==> src/rtl/cfgseq_pkg.sv <==
package cfgseq_pkg;

  typedef enum logic [2:0] {
    ST_IDLE     = 3'd0,
    ST_CLR_IR   = 3'd1,
    ST_CLR_WAIT = 3'd2,
    ST_CFG_IR   = 3'd3,
    ST_PAYLOAD  = 3'd4,
    ST_GO_IR    = 3'd5,
    ST_GO_WAIT  = 3'd6,
    ST_BYP_IR   = 3'd7
  } step_e;

  typedef enum logic [1:0] {
    K_IR   = 2'd0,
    K_DR   = 2'd1,
    K_IDLE = 2'd2
  } kind_e;

endpackage

==> src/rtl/cfgseq_ctrl.sv <==
module cfgseq_ctrl
  import cfgseq_pkg::*;
(
  input  logic  clk,
  input  logic  rst_n,
  input  logic  start,
  input  logic  req_ok,
  input  logic  cmd_ready,
  input  logic  eng_done,
  input  logic  eng_err,
  output step_e step_q,
  output logic  issued_q,
  output logic  done_q,
  output logic  fail_q,
  output logic  accept
);

  step_e step_n;
  logic  issued_n;
  logic  done_n;
  logic  fail_n;

  assign accept = start && (step_q == ST_IDLE) && req_ok;

  always_comb begin
    step_n   = step_q;
    issued_n = issued_q;
    done_n   = 1'b0;
    fail_n   = 1'b0;
    if (step_q == ST_IDLE) begin
      if (start) begin
        if (req_ok) begin
          step_n   = ST_CLR_IR;
          issued_n = 1'b0;
        end else begin
          fail_n = 1'b1;
        end
      end
    end else if (!issued_q) begin
      if (cmd_ready) issued_n = 1'b1;
    end else if (eng_err) begin
      step_n   = ST_IDLE;
      issued_n = 1'b0;
      fail_n   = 1'b1;
    end else if (eng_done) begin
      issued_n = 1'b0;
      if (step_q == ST_BYP_IR) begin
        step_n = ST_IDLE;
        done_n = 1'b1;
      end else begin
        step_n = step_e'(step_q + 3'd1);
      end
    end
  end

  always_ff @(posedge clk or negedge rst_n) begin
    if (!rst_n) begin
      step_q   <= ST_IDLE;
      issued_q <= 1'b0;
      done_q   <= 1'b0;
      fail_q   <= 1'b0;
    end else begin
      step_q   <= step_n;
      issued_q <= issued_n;
      done_q   <= done_n;
      fail_q   <= fail_n;
    end
  end

  assert_done_fail_excl_R10: assert property (@(posedge clk) disable iff (!rst_n)
    !(done_q && fail_q));

  assert_done_after_bypass_R10: assert property (@(posedge clk) disable iff (!rst_n)
    done_q |-> ($past(step_q) == ST_BYP_IR) && (step_q == ST_IDLE));

  assert_fail_to_idle_R9: assert property (@(posedge clk) disable iff (!rst_n)
    fail_q |-> (step_q == ST_IDLE));

endmodule

==> src/rtl/cfgseq_cmd.sv <==
module cfgseq_cmd
  import cfgseq_pkg::*;
#(
  parameter int IR_MAX   = 32,
  parameter int CNT_W    = 16,
  parameter int LEN_W    = 19,
  parameter int IRL_W    = 6,
  parameter int CLR_IDLE = 10000,
  parameter int GO_IDLE  = 2000
) (
  input  step_e             step,
  input  logic [IR_MAX-1:0] op_clr,
  input  logic [IR_MAX-1:0] op_cfg,
  input  logic [IR_MAX-1:0] op_go,
  input  logic [IRL_W-1:0]  irl,
  input  logic [CNT_W-1:0]  total,
  output logic [1:0]        kind,
  output logic [LEN_W-1:0]  len,
  output logic [IR_MAX-1:0] ir
);

  logic [IR_MAX-1:0] byp_mask;

  for (genvar g = 0; g < IR_MAX; g++) begin : g_byp
    assign byp_mask[g] = (irl > IRL_W'(g));
  end

  always_comb begin
    kind = K_IR;
    len  = LEN_W'(irl);
    ir   = '0;
    case (step)
      ST_CLR_IR:   ir = op_clr;
      ST_CLR_WAIT: begin kind = K_IDLE; len = LEN_W'(CLR_IDLE); end
      ST_CFG_IR:   ir = op_cfg;
      ST_PAYLOAD:  begin kind = K_DR; len = LEN_W'({total, 3'b000}); end
      ST_GO_IR:    ir = op_go;
      ST_GO_WAIT:  begin kind = K_IDLE; len = LEN_W'(GO_IDLE); end
      ST_BYP_IR:   ir = byp_mask;
      default:     len = '0;
    endcase
  end

endmodule

==> src/rtl/cfgseq_payload.sv <==
module cfgseq_payload #(
  parameter int CNT_W = 16
) (
  input  logic             clk,
  input  logic             rst_n,
  input  logic             clr,
  input  logic             active,
  input  logic [CNT_W-1:0] total,
  input  logic             src_valid,
  input  logic [7:0]       src_data,
  output logic             src_ready,
  output logic             sh_valid,
  output logic [7:0]       sh_data,
  input  logic             sh_ready
);

  logic [CNT_W-1:0] sent_q;
  logic [CNT_W-1:0] sent_n;
  logic             sent_en;
  logic             open;
  logic             fire;

  assign open      = active && (sent_q != total);
  assign sh_valid  = src_valid && open;
  assign src_ready = sh_ready && open;
  assign fire      = sh_valid && sh_ready;

  for (genvar b = 0; b < 8; b++) begin : g_rev
    assign sh_data[b] = src_data[7-b];
  end

  always_comb begin
    sent_en = clr || fire;
    sent_n  = clr ? '0 : sent_q + CNT_W'(1);
  end

  always_ff @(posedge clk or negedge rst_n) begin
    if (!rst_n)       sent_q <= '0;
    else if (sent_en) sent_q <= sent_n;
  end

  assert_ready_in_payload_R7: assert property (@(posedge clk) disable iff (!rst_n)
    src_ready |-> active);

  assert_no_overrun_R7: assert property (@(posedge clk) disable iff (!rst_n)
    (!clr && active) |-> (sent_q <= total));

endmodule

==> src/rtl/cfg_load_seq.sv <==
module cfg_load_seq
  import cfgseq_pkg::*;
#(
  parameter int IR_MAX   = 32,
  parameter int CNT_W    = 16,
  parameter int CLR_IDLE = 10000,
  parameter int GO_IDLE  = 2000,
  localparam int IRL_W    = $clog2(IR_MAX + 1),
  localparam int IDLE_MAX = (CLR_IDLE > GO_IDLE) ? CLR_IDLE : GO_IDLE,
  localparam int IDLE_W   = $clog2(IDLE_MAX + 1),
  localparam int LEN_W    = ((CNT_W + 3) > IDLE_W) ? (CNT_W + 3) : IDLE_W
) (
  input  logic              clk,
  input  logic              rst_n,
  input  logic              start,
  input  logic [IR_MAX-1:0] op_clear,
  input  logic [IR_MAX-1:0] op_cfgin,
  input  logic [IR_MAX-1:0] op_go,
  input  logic [IRL_W-1:0]  ir_len,
  input  logic [CNT_W-1:0]  byte_total,
  input  logic              src_valid,
  input  logic [7:0]        src_data,
  output logic              src_ready,
  output logic              cmd_valid,
  input  logic              cmd_ready,
  output logic [1:0]        cmd_kind,
  output logic [LEN_W-1:0]  cmd_len,
  output logic [IR_MAX-1:0] cmd_ir,
  output logic              sh_valid,
  output logic [7:0]        sh_data,
  input  logic              sh_ready,
  input  logic              eng_done,
  input  logic              eng_err,
  output logic              busy,
  output logic [2:0]        step,
  output logic              done,
  output logic              fail
);

  step_e             step_q;
  logic              issued_q;
  logic              accept;
  logic              req_ok;
  logic [IR_MAX-1:0] op_clr_q;
  logic [IR_MAX-1:0] op_cfg_q;
  logic [IR_MAX-1:0] op_go_q;
  logic [IRL_W-1:0]  irl_q;
  logic [CNT_W-1:0]  total_q;

  assign req_ok = (op_clear != '0) && (op_cfgin != '0) && (op_go != '0) &&
                  (byte_total != '0) && (ir_len != '0) &&
                  (ir_len <= IRL_W'(IR_MAX));

  always_ff @(posedge clk or negedge rst_n) begin
    if (!rst_n) begin
      op_clr_q <= '0;
      op_cfg_q <= '0;
      op_go_q  <= '0;
      irl_q    <= '0;
      total_q  <= '0;
    end else if (accept) begin
      op_clr_q <= op_clear;
      op_cfg_q <= op_cfgin;
      op_go_q  <= op_go;
      irl_q    <= ir_len;
      total_q  <= byte_total;
    end
  end

  cfgseq_ctrl u_ctrl (
    .clk       (clk),
    .rst_n     (rst_n),
    .start     (start),
    .req_ok    (req_ok),
    .cmd_ready (cmd_ready),
    .eng_done  (eng_done),
    .eng_err   (eng_err),
    .step_q    (step_q),
    .issued_q  (issued_q),
    .done_q    (done),
    .fail_q    (fail),
    .accept    (accept)
  );

  cfgseq_cmd #(
    .IR_MAX   (IR_MAX),
    .CNT_W    (CNT_W),
    .LEN_W    (LEN_W),
    .IRL_W    (IRL_W),
    .CLR_IDLE (CLR_IDLE),
    .GO_IDLE  (GO_IDLE)
  ) u_cmd (
    .step   (step_q),
    .op_clr (op_clr_q),
    .op_cfg (op_cfg_q),
    .op_go  (op_go_q),
    .irl    (irl_q),
    .total  (total_q),
    .kind   (cmd_kind),
    .len    (cmd_len),
    .ir     (cmd_ir)
  );

  cfgseq_payload #(
    .CNT_W (CNT_W)
  ) u_pay (
    .clk       (clk),
    .rst_n     (rst_n),
    .clr       (accept),
    .active    (step_q == ST_PAYLOAD),
    .total     (total_q),
    .src_valid (src_valid),
    .src_data  (src_data),
    .src_ready (src_ready),
    .sh_valid  (sh_valid),
    .sh_data   (sh_data),
    .sh_ready  (sh_ready)
  );

  assign busy      = (step_q != ST_IDLE);
  assign step      = step_q;
  assign cmd_valid = busy && !issued_q;

  assert_cmd_hold_R12: assert property (@(posedge clk) disable iff (!rst_n)
    (cmd_valid && !cmd_ready) |=> cmd_valid && $stable(cmd_kind) &&
                                  $stable(cmd_len) && $stable(cmd_ir));

  assert_bypass_ones_R8: assert property (@(posedge clk) disable iff (!rst_n)
    (cmd_valid && (step_q == ST_BYP_IR)) |->
      ($countones(cmd_ir) == int'(irl_q)) && (cmd_kind == K_IR));

  assert_refuse_R1: assert property (@(posedge clk) disable iff (!rst_n)
    (start && !busy && ((op_clear == '0) || (op_cfgin == '0) || (op_go == '0) ||
                        (byte_total == '0))) |=> fail && !busy);

  assert_err_abort_R9: assert property (@(posedge clk) disable iff (!rst_n)
    (busy && issued_q && eng_err) |=> fail && !busy && !cmd_valid);

endmodule

==> config.mk <==
export PLATFORM = sky130hd
export DESIGN_NAME = cfg_load_seq
export DESIGN_NICKNAME = d
export VERILOG_FILES = /design/src/rtl/cfgseq_pkg.sv /design/src/rtl/cfgseq_ctrl.sv /design/src/rtl/cfgseq_cmd.sv /design/src/rtl/cfgseq_payload.sv /design/src/rtl/cfg_load_seq.sv
export SDC_FILE = /design/constraint.sdc
export NUM_CORES = 1
export LEC_CHECK = 0
export BUFFER_PORTS_ARGS = -buffer_cell sky130_fd_sc_hd__buf_2
export CAP_MARGIN = 20
export CORE_AREA = 3 3 174 142
export DETAILED_ROUTE_END_ITERATION = 16
export DIE_AREA = 0 0 177 145
export PLACE_DENSITY = 0.57
export SLEW_MARGIN = 30
export SYNTH_ARGS = -nofsm -noshare
export SYNTH_HDL_FRONTEND = slang
export SYNTH_SLANG_ARGS = --single-unit
export TNS_END_PERCENT = 100
==> constraint.sdc <==
create_clock -name clk -period 3.19 [get_ports clk]
set_clock_uncertainty 0.1 [all_clocks]
set_input_delay 0 -clock clk [delete_from_list [all_inputs] [get_ports clk]]
set_output_delay 0 -clock clk [all_outputs]
set_load 0.02 [all_outputs]
==> results_dict.tcl, run 1 <==
set metrics [dict create \
    initial_core_util_pct 34.5 \
    port_buffers 187 \
    whs_ns 0.0663 \
    overflow 0 \
    grt_pass1_vias 6916 \
    drt-wirelength-per-cell_um 19.8 \
    multi_input_area_um2 3990 \
    worstPathArrival_ns 2.81 \
    vias 6625 \
    critical_path_required_ns 3.09 \
    register_area_um2 3500 \
    p_leak_nw 5.01 \
    p_sw_share_pct 38.0 \
    grt_pass1_wl_um 40000 \
    clk_latency_ns 0.42 \
    route.met2.wl_um 11800 \
    worstSetupEndpointType "primary output" \
    cts_root_buf "clkbuf_16" \
    cts_tree "built" \
    slew_headroom_pct 37.0 \
    cts_setup_buffers 0 \
    postSynthCellCount 656 \
    crit_type "flip-flop to primary output" \
    cts_inserted_buffers 17 \
    fillCellCount 2117 \
    rsz0062_at_grt "false" \
    ctsLongestPathBuffers 2 \
    grt_max_degree 99 \
    fp.dieH_um 145 \
    ant_nets 0 \
    ioPinCount 204 \
    synthMuxAreaShare_pct 25.8 \
    highest_layer "met4" \
    synth_xor_area_share_pct 1.75 \
    clk_pin_slew_ns 0.07 \
    drc 0 \
    viasPerCell 5.16 \
    pwr-share-seq_pct 33.4 \
    coreArea_um2 23200 \
    synthFlopType "dfrtp_1" \
    ys_top_cells_by_count "140 x dfrtp_1, 100 x mux2_4, 40 x mux2_2" \
    finalCritPeriodShare_pct 91.3 \
    die_w_um 177 \
    yosys.area_share.adder_pct 1.25 \
    synth.most_common_cell "dfrtp_1" \
    intPower_mw 6.00 \
    ir_drop_uv 443 \
    wl_met1_um 12100 \
    die_area_um2 25700 \
    setup_tns_ns 0 \
    critPathMaxFanout 24 \
    fin_nets 1099 \
    first_iter_violations 458 \
    crit_top_cell "buf_4" \
    drive_gt1_share_pct 39.3 \
    start_kind "flip-flop" \
    worst_pin_slew_ns 0.936 \
    power.switching_mw 3.67 \
    syn_area_um2 8010 \
    avgSynthCellArea_um2 12.2 \
    cts_htree_levels 4 \
    period_minus_slack_ns 2.91 \
    wl_met3_um 1060 \
    gr-usage-all-layers_pct 19.9 \
    synth_compound_gate_area_share_pct 8.95 \
    yosysTopAreaCellShare_pct 43.7 \
    maxSlewViolCount 0 \
    critical_path.max_stage_delay_ns 0.51 \
    clock.fmax_mhz 343 \
    ys_seq_elements 140 \
    clkPwrFrac_pct 20.8 \
    synth_edf_count 0 \
    crit_chain "buf_4, inv_1, ha_1, buf_4, or3_1, a221o_1, buf_2" \
    area.growth.synth_to_final_pct 36.7 \
    setup_viol 0 \
    yosys.area.top_type "dfrtp_1" \
    dr.pass1.iters 5 \
    async_flop_share_pct 100 \
    synth.distinct_cells 48 \
    status "complete, no violations" \
    slowest_stage "or3_1" \
    power_frac_comb_pct 45.9 \
    grt_antenna_before_repair 1 \
    dpl.hpwl_um 17200 \
    synth_warnings 0 \
    wl_um 25400 \
    yosys.area_share.simple_pct 12.0 \
    synth.area.top_cells "dfrtp_1 44%, mux2_4 19%, mux2_2 5.6%, buf_12 2.7%, nor4_1 2.3%" \
    synth_nets 798 \
    min_path_type "input port to asynchronous set/reset pin" \
    cts_sinks 140 \
    gp_congestion 0.835 \
    synth.yosys.seq_area_share_pct 43.7 \
    synth_top_family_by_area "multiplexers" \
    fp-row-count 50 \
    power_density_nw_per_um2 884 \
    hold_viol_final 0 \
    cap_violations 0 \
]
==> layout by cell type, fill, tap and decap left out, types with 17 or more instances in the layout <==
| master | synthesis | final |
|---|---|---|
| a21oi_1 | 26 | 26 |
| a22oi_1 | 17 | 17 |
| buf_2 | 3 | 186 |
| clkbuf_16 | 0 | 17 |
| dfrtp_1 | 140 | 139 |
| dlygate4sd3_1 | 0 | 133 |
| mux2_2 | 40 | 40 |
| mux2_4 | 100 | 100 |
| nand2_1 | 36 | 36 |
| nor4_1 | 29 | 29 |
| o21ai_0 | 28 | 28 |
==> sequential cells by signal, summed over array words and instances, names as in the netlist <==
name,flops
op_cfg_q,32
op_clr_q,32
op_go_q,32
total_q,16
u_pay.sent_q,16
irl_q,6
u_ctrl.step_q,3
u_ctrl.done_q,1
u_ctrl.fail_q,1
u_ctrl.issued_q,1
==> cell type report <==
cell class	count	area share, %
repair buffers	336	22.1
well taps	312	3.57
inverters	14	0.480
multi-input cells	448	36.5
diodes	1	0.0229
clock buffers	18	4.01
flip-flops and latches	140	32.0
clock inverters	14	1.35
==> routing by layer <==
| layer | up-vias | global-route usage, % |
|---|---|---|
| met2 | 193 | 31.3 |
| met3 | 24 | 3.72 |
| met1 | 3343 | 28.3 |
| li1 | 3065 | - |
| met4 | 0 | 5.18 |
| met5 | - | 0 |
==> worst paths after layout <==
path / startpoint / to / slack [ns] / cells after the start
setup / recovery: u_ctrl.step_q[2] / cmd_len[4] / 0.28 / 7
hold / removal: rst_n / op_go_q[16] / 0.07 / 2
setup reg to reg: u_ctrl.step_q[0] / op_go_q[29] / 0.44 / 7
hold reg to reg: op_go_q[29] / op_go_q[29] / 0.38 / 1
max in group asynchronous: rst_n / op_cfg_q[4] / 2.04 / 3
min in group clk: sh_ready / u_pay.sent_q[0] / 0.10 / 5
==> power groups by stage <==
stage	clock network [mW]	registers (mW)	logic, mW
6_report	2.01	3.23	4.44
5_1_grt	2.13	3.35	4.77
4_1_cts	2.04	3.21	4.45
3_5_place_dp	0	3.23	4.28
3_3_place_gp	0	3.23	4.23
2_1_floorplan	0	2.98	3.39
==> critical path, delay by kind of cell, from the launching register on <==
kind / cells / cell delay [ns]
AO/OA/AOI/OAI: 1 / 0.34
adder cells (fa/ha/maj): 1 / 0.25
buffers and inverters: 4 / 0.90
flip-flops: 1 / 0.36
AND/OR/NAND/NOR: 1 / 0.51
==> kinds of logic after synthesis <==
family          Yosys count
compound gates          108
xor+xnor                 16
fa+ha+maj                 8
buf+inv                  68
flops                   140
mux                     150
simple gates            166
==> metrics by stage <==
stage | setup slack (ns) | instances | area, um2 | utilization [%] | power [mW]
final | 0.278 | 1283 | 10900 | 47.2 | 9.67
after global placement | 0.542 | 1117 | 9020 | 38.9 | 7.47
after detailed placement | 0.463 | 1117 | 9020 | 38.9 | 7.51
after CTS | 0.235 | 1282 | 10900 | 47.1 | 9.71
after floorplan | 0.772 | 656 | 8010 | - | 6.37
after global routing | 0.136 | 1283 | 10900 | 47.2 | 10.2
==> repair_timing <==
| item | in CTS | in global routing |
|---|---|---|
| gates resized for setup | 0 | 0 |
| hold buffers | 133 | 0 |
| hold endpoints to repair | 204 | 0 |
Note: power is estimated with default switching activity, not from simulation.
==> inputs of run 2 (changes only) <==
--- a/config.mk
+++ b/config.mk
@@ -9,6 +9,6 @@
 export CAP_MARGIN = 20
-export CORE_AREA = 3 3 174 142
+export CORE_AREA = 3 3 141 115
 export DETAILED_ROUTE_END_ITERATION = 16
-export DIE_AREA = 0 0 177 145
-export PLACE_DENSITY = 0.57
+export DIE_AREA = 0 0 144 118
+export PLACE_DENSITY = 0.81
 export SLEW_MARGIN = 30
==> constraint.sdc (replaced) <==
create_clock -name clk -period 3.19 [get_ports clk]
set_clock_uncertainty 0.1 [all_clocks]
set_input_delay 0.638 -clock clk [delete_from_list [all_inputs] [get_ports clk]]
set_output_delay 0.638 -clock clk [all_outputs]
set_load 0.02 [all_outputs]
==> run 2 against run 1 <==
Design area shrank 12%. Utilization grew 17 points. Largest cell class unchanged. Final cell count shrank 19%. Power grew 2.4%. First-iteration DRC count grew 19%. Critical path depth shrank 2. Worst setup slack lost 0.19 ns. Largest power group unchanged. Fmax shrank 6.2%.
==> results_dict.tcl, run 2 (synthesis results as in run 1) <==
set metrics [dict create \
    slew_headroom_pct 61.9 \
    grt_pass1_wl_um 34300 \
    cts_htree_levels 4 \
    rsz0062_at_grt "false" \
    clock.fmax_mhz 322 \
    status "complete, no violations" \
    fp.dieH_um 118 \
    start_kind "flip-flop" \
    viasPerCell 6.06 \
    cap_violations 0 \
    overflow 0 \
    vias 6255 \
    initial_core_util_pct 53.5 \
    wl_um 22400 \
    power_density_nw_per_um2 1030 \
    min_path_type "input port to asynchronous set/reset pin" \
    crit_buf_inv 1 \
    p_leak_nw 4.54 \
    die_w_um 144 \
    grt_antenna_before_repair 1 \
    utilization_pct 64.6 \
    fin_nets 973 \
    grt_max_degree 82 \
    worstPathArrival_ns 2.37 \
    maxSlewViolCount 0 \
    grt_pass1_vias 6199 \
    fp-row-count 40 \
    ioPinCount 204 \
    gr-usage-all-layers_pct 26.2 \
    finalCritPeriodShare_pct 97.3 \
    critPathMaxFanout 10 \
    drc 0 \
    clk_pin_slew_ns 0.06 \
    dpl.hpwl_um 16200 \
    drt-wirelength-per-cell_um 21.7 \
    cts_root_buf "clkbuf_16" \
    ctsLongestPathBuffers 2 \
    port_buffers 187 \
    crit_chain "or4b_2, nor2_1, nor3_2, a221o_1, buf_2" \
    whs_ns 0.0277 \
    cts_tree "built" \
    postCtsResizedCells 3 \
    critical_path.max_stage_delay_ns 0.75 \
    period_minus_slack_ns 3.10 \
    layout_commonest_cell "buf_2" \
    top_regs "op_cfg_q: 32 flops, op_clr_q: 32 flops, op_go_q: 32 flops" \
    mostFrequentLayoutCells "186 x buf_2, 138 x dfrtp_1, 100 x mux2_4" \
    hold_viol_final 0 \
    first_iter_violations 547 \
    gp_congestion 0.889 \
    cts_inserted_buffers 17 \
    critical_path_required_ns 2.45 \
    dr.pass1.iters 5 \
    ir_drop_uv 546 \
    clk_latency_ns 0.42 \
    setup_tns_ns 0 \
    crit_family "simple AND/OR/NAND/NOR gates" \
    coreArea_um2 15000 \
    worstSetupEndpointType "primary output" \
    cts_setup_buffers 0 \
    cts_hold_buf 0 \
    worst_pin_slew_ns 0.568 \
    die_area_um2 17000 \
    crit_type "flip-flop to primary output" \
    ant_nets 0 \
    cts_sinks 140 \
    drive_gt1_share_pct 46.6 \
    area.growth.synth_to_final_pct 20.6 \
    slowest_stage "or4b_2" \
    setup_viol 0 \
]
## run 2: cell count changes in the layout (fill, tap and decap cells not counted), sizes merged
cell,change
inv,-8
buf,+7
bufinv,+5
dlygate4sd3,-133
clkinvlp,-1
clkbuf,+3
## run 2: area by class of cell
type	count	area (um2)
inverters	14	52.6
clock buffers	21	480
diodes	1	2.50
fillers	1122	5300
multi-input cells	448	4020
flip-flops and latches	140	3510
well taps	189	236
repair buffers	210	1150
clock inverters	10	209
## run 2: report_power, final
part / switching, mW / internal [mW] / leakage (nW)
combinational: 2.14 / 2.22 / 2.51
sequential: 0.663 / 2.59 / 1.69
clock: 0.753 / 1.55 / 0.332
total: 3.56 / 6.35 / 4.54
## run 2: routing by layer
layer  up-vias  share of wire [%]  GRT usage (%)  wire [um]
met2       313                 45           37.8       9960
li1       2788                  -              -          -
met1      3113                 45           39.1      10100
met5         -                  0              0          0
met3        41                7.5           5.52       1690
met4         0                2.6           8.88        589
## run 2: worst register-to-register path: stages (launching register included)
cell	delay, ns
dfrtp_1	0.44
inv_1	0.15
ha_1	0.18
and2b_2	0.18
nand2_1	0.11
nor4_4	0.43
buf_12	0.52
mux2_1	0.44
## run 2: stage by stage
stage	setup slack [ns]	instances	area, um2	power [mW]
2_1_floorplan	0.134	656	8010	6.37
3_3_place_gp	0.118	1001	8940	7.37
3_5_place_dp	0.0640	1001	8940	7.50
4_1_cts	0.0230	1032	9640	9.89
5_1_grt	0.0151	1033	9660	10.4
6_report	0.0862	1033	9660	9.91
## run 2: final timing paths
kind / from / depth (start not counted) / slack [ns] / to
max: irl_q[0] / 5 / 0.09 / cmd_ir[28]
min: rst_n / 1 / 0.03 / op_go_q[19]
max reg2reg: u_ctrl.step_q[0] / 7 / 0.53 / op_go_q[28]
min reg2reg: op_cfg_q[1] / 1 / 0.39 / op_cfg_q[1]
max in group asynchronous: rst_n / 2 / 2.09 / u_pay.sent_q[13]
min in group clk: eng_err / 2 / 0.34 / u_ctrl.step_q[2]
